==> src/rtl/secded_pkg.sv <==
package secded_pkg;

  localparam int DATA_W = 64;
  localparam int MODE_W = 4;
  localparam logic [MODE_W-1:0] DETECT_ONLY = 4'h5;

  function automatic int calc_par_w(input int dw);
    int p;
    p = 1;
    while ((1 << p) < dw + p + 1) p++;
    return p;
  endfunction

  localparam int PAR_W = calc_par_w(DATA_W);   // Hamming check bits
  localparam int CHK_W = PAR_W + 1;            // plus overall parity
  localparam int LAST_POS = DATA_W + PAR_W;    // highest Hamming position

  typedef logic [PAR_W-1:0] syn_t;
  typedef logic [DATA_W-1:0][PAR_W-1:0] pos_tab_t;

  function automatic bit is_pow2(input int v);
    return (v > 0) && ((v & (v - 1)) == 0);
  endfunction

  // Hamming position of each data bit: skip powers of two.
  function automatic pos_tab_t build_pos_tab();
    pos_tab_t t;
    int p;
    p = 2;
    for (int i = 0; i < DATA_W; i++) begin
      while (is_pow2(p)) p++;
      t[i] = PAR_W'(p);
      p++;
    end
    return t;
  endfunction

  localparam pos_tab_t POS_TAB = build_pos_tab();

  // XOR of positions of all set data bits = Hamming check bits.
  function automatic syn_t hamming_bits(input logic [DATA_W-1:0] d);
    syn_t s;
    s = '0;
    for (int i = 0; i < DATA_W; i++)
      if (d[i]) s ^= POS_TAB[i];
    return s;
  endfunction

endpackage

==> src/rtl/secded_classify.sv <==
module secded_classify
  import secded_pkg::*;
(
  input  logic              clk,
  input  logic              rst_n,
  input  syn_t              syndrome_i,
  input  logic              parity_odd_i,
  output logic              clean_o,
  output logic              single_o,
  output logic              multi_o,
  output logic [DATA_W-1:0] flip_mask_o
);
  logic syn_zero;
  logic syn_in_range;

  assign syn_zero     = (syndrome_i == '0);
  assign syn_in_range = (int'(syndrome_i) <= LAST_POS);

  assign clean_o  = syn_zero && !parity_odd_i;
  // Odd parity: one flip. A zero syndrome means the overall parity bit itself.
  assign single_o = parity_odd_i && syn_in_range;
  assign multi_o  = !clean_o && !single_o;

  for (genvar g = 0; g < DATA_W; g++) begin : g_flip
    assign flip_mask_o[g] = single_o && (syndrome_i == POS_TAB[g]);
  end

  a_r4_one_class: assert property (@(posedge clk) disable iff (!rst_n)
    $onehot({clean_o, single_o, multi_o}));
  a_r3_flip_only_single: assert property (@(posedge clk) disable iff (!rst_n)
    (flip_mask_o != '0) |-> (single_o && $onehot(flip_mask_o)));
  a_r5_even_not_single: assert property (@(posedge clk) disable iff (!rst_n)
    !parity_odd_i |-> !single_o);
endmodule

==> config.mk <==
export PLATFORM = sky130hd
export DESIGN_NAME = secded_classify
export DESIGN_NICKNAME = d
export VERILOG_FILES = /design/src/rtl/secded_pkg.sv /design/src/rtl/secded_classify.sv
export SDC_FILE = /design/constraint.sdc
export NUM_CORES = 1
export LEC_CHECK = 0
export CAP_MARGIN = 20
export CORE_MARGIN = 10
export CORE_UTILIZATION = 27
export DETAILED_ROUTE_END_ITERATION = 10
export GPL_ROUTABILITY_DRIVEN = 0
export PLACE_DENSITY = 0.91
export SETUP_SLACK_MARGIN = 0.4
export SLEW_MARGIN = 0
export SYNTH_ARGS = -nofsm -noshare
export SYNTH_HDL_FRONTEND = slang
export SYNTH_SLANG_ARGS = --single-unit
==> constraint.sdc <==
create_clock -name vclk -period 2.2
set_input_delay 0.44 -clock vclk [all_inputs]
set_output_delay 0.44 -clock vclk [all_outputs]
set_load 0.02 [all_outputs]
# Yosys cells after proc, flatten, opt, wreduce, memory -nomap -nowiden
# Cells that the tools add are included.
# totals
register_bits	0
inputBits	10
out_inout_bits	67
# classes
n_lt_le_gt_ge	1
n_eq_ne	64
n_reduce_logical	71
# ops
operator	count
$eq A7 B6 Y1 const B	31
$eq A7 B5 Y1 const B	15
$logic_and A1 B1 Y1	67
$eq A7 B4 Y1 const B	7
$eq A7 B7 Y1 const B	7
$eq A7 B3 Y1 const B	3
$eq A7 B2 Y1 const B	1
$le A7 B7 Y1 const B	1
$logic_not A7 Y1	1
$logic_not A1 Y1	3

# Logic depth before layout (Yosys ltp)
# depth
ltp_word	4
ltp_mapped	4
mapped_depth_nobuf	3

# Worst setup path after synthesis
# OpenSTA, ideal clock, no wires.
# synth_timing
kind	input port to output port
from	in syndrome_i[3]
to	out flip_mask_o[13]
arrival_time_ps	1284
t_required_ps	1760
slack_ps	476
cell_stages	4
path_cell_list	buf_2 nor2_1 nand3_1 nor2_1
# synth_via
elab_chain_cells	3
elab_cells_between_ends	4
# synth_lines
item	line_no	rtl
start: declaration	secded_classify.sv:6	input syn_t syndrome_i,
$le A7 B7 Y1	secded_classify.sv:17	assign syn_in_range = (int'(syndrome_i) <= LAST_POS);
$logic_and A1 B1 Y1	secded_classify.sv:21	assign single_o = parity_odd_i && syn_in_range;
$logic_and A1 B1 Y1 (*)	secded_classify.sv:25	assign flip_mask_o[g] = single_o && (syndrome_i == POS_TAB[g]);
end: declaration	secded_classify.sv:11	output logic [DATA_W-1:0] flip_mask_o
# Mark *: on every way between the ends. The rest lies on a longest branch, timed or not.

# Worst setup path after layout
# layout_timing
from	in syndrome_i[6]
to	out flip_mask_o[41]
# Same word-level chain as after synthesis.

==> impl_metrics.yaml <==
routing:
  wl_mm: 4.24
  first_iter_violations: 62
  viasPerCell: 5.11
  wl_per_cell_um: 18.5
  drtPass1Iterations: 4
  drc: 0
  drt.antenna.violating_nets: 0
  num_vias: 1171
final_layout:
  area_delta_synth_final_pct: 174
  clock_buffers: 0
  n_fill_cell: 150
  design.seq.count: 0
  drive_gt1_frac: 0.771
  ff_latch_area_um2: 0
  instances_no_fill: 229
  multi_input_area_um2: 707
  num-nets-final: 213
yosys:
  synth_cell_type_count: 20
  synth_top_area_cell: "nor2_1"
  ys_seq_area_frac: 0
  yosysTopAreaCellShare: 0.416
  synth_most_common_cell: "nor2_1"
  yosys_warnings: 0
  synth_common_cells: "nor2_1, nand2_1, nor2_2, nand3_1, and2b_1"
  syn-num-nets: 115
  syn_avg_cell_area_um2: 5.24
  syn_area_um2: 551
  synthCells: 105
  synthTopCellsByArea: "nor2_1, nor2_2, nand3_4"
pwr:
  ir_worst_vdd_v: 0.0000702
  power.leakage_nw: 0.675
  powerDensity_nw_per_um2: 105
  total_power_uw: 158
die:
  num_io_pins: 77
  dieArea_um2: 4250
  die-height_um: 65.2
  start_util: 0.284
  row_count: 16
  core_um2: 1940
  dieWidth_um: 65.2
placed_design:
  placed_cells: 221
  portBuffers: 75
  dpl.hpwl_mm: 2.94
worst_setup_path:
  crit_chain: "buf_8, and2b_4, nand3_4, nor2_2, buf_4"
  crit_path_end_kind: "output port"
  cp_slowest_cell: "and2b_4"
  max_stage_delay_ns: 0.30
  crit_fanout: 8
  worstPathArrival_ns: 1.41
  cp.required_ns: 1.76
  startpoint_type: "input pin"
  critPathKind: "input pin to output port"
status:
  status: "completed"
sta:
  setup_viol: 0
  period_minus_slack_ns: 1.85
  final_hold_viol_count: 0
  rsz0062_at_grt: "yes"
  drv_slew: 0
  slew_headroom: 0.830
  finalSetupTns_ns: 0
  tightest_slew_ns: 0.255
  finalCritPeriodShare: 0.840
  max_freq_mhz: 541
  hold_ws_ns: 1.35
worst_hold_path:
  whs_path_depth: 4
  hold_class: "input pin to output port"
  min_to: "flip_mask_o[44]"
  hp-start: "syndrome_i[1]"
global_route:
  grt_pass1_wl_mm: 5.91
  overflow: 0
  antenna_found_initial: 1
  grt_max_degree: 16
  grt.total_usage: 0.166
  grt_pass1_vias: 1213
run:
  cap_viol_max_count: 0
clock_tree:
  hold_buffers: 0
[layout by cell type (no fill, tap or decap), types with 2 or more instances in the layout]
master    netlist  final
nor2_2          7     22
nand3_2         1      4
nor2b_4         2      2
nand3_4         2      5
nand2_1         9      3
and2b_4         0      2
and2b_2         1      2
buf_2           2     20
nand4b_1        2      2
nor2_1         61     38
buf_6           2      7
buf_4           1     68
buf_12          0      2
nor2_4          0      8
nand2_2         1      6
[worst max-delay path, delay by kind of cell]
family | cells | cell delay, ns
simple gates | 3 | 0.71
buf+inv | 2 | 0.26
[final cells by class]
| class | instances | share of cell area |
|---|---|---|
| repair buffers | 100 | 0.507 |
| well taps | 27 | 0.0224 |
| diodes | 1 | 0.00166 |
| multi-input cells | 101 | 0.469 |
[power breakdown]
part,internal [mW],switching [mW]
combinational,0.0668,0.0910
sequential,0,0
clock,0.0000000608,0
[how the worst max path moves through the flow]
stage | start | endpoint | slack [ns] | depth (start not counted)
3_5_place_dp | syndrome_i[3] | flip_mask_o[60] | -0.57 | 5
3_3_place_gp | syndrome_i[3] | flip_mask_o[58] | -0.47 | 5
5_1_grt | parity_odd_i | flip_mask_o[34] | 0.34 | 6
6_report | syndrome_i[6] | flip_mask_o[41] | 0.35 | 5
2_1_floorplan | syndrome_i[3] | flip_mask_o[13] | 0.48 | 4
4_1_cts | syndrome_i[0] | multi_o | 0.39 | 6
[metrics by stage]
| step | setup WS, ns | util | cell area, um2 |
|---|---|---|---|
| after floorplan | 0.476 | - | 551 |
| after global placement | -0.468 | 0.747 | 1450 |
| after detailed placement | -0.574 | 0.747 | 1450 |
| after CTS | 0.387 | 0.675 | 1310 |
| after global routing | 0.342 | 0.776 | 1510 |
| final | 0.352 | 0.776 | 1510 |
[logic make-up after synthesis]
kind of cell           Yosys count  share of synthesized area
AND/OR/NAND/NOR                 99                      0.914
buffers and inverters            5                     0.0727
AO/OA/AOI/OAI                    1                     0.0136
[what timing repair did]
action | in CTS | in global routing
pin swaps | 14 | 8
setup endpoints to repair | 67 | 66
resized for setup | 359 | 60
gates cloned | 1 | 0
endpoints found under the hold margin | 0 | 0
buffers inserted | 2 | 4
[routing by layer]
metal  track usage  wire, um
met4        0.0561       186
met2         0.314      2110
met5             0         0
met3        0.0542       455
met1         0.165      1490
Note: power is estimated with default switching activity, not from simulation.
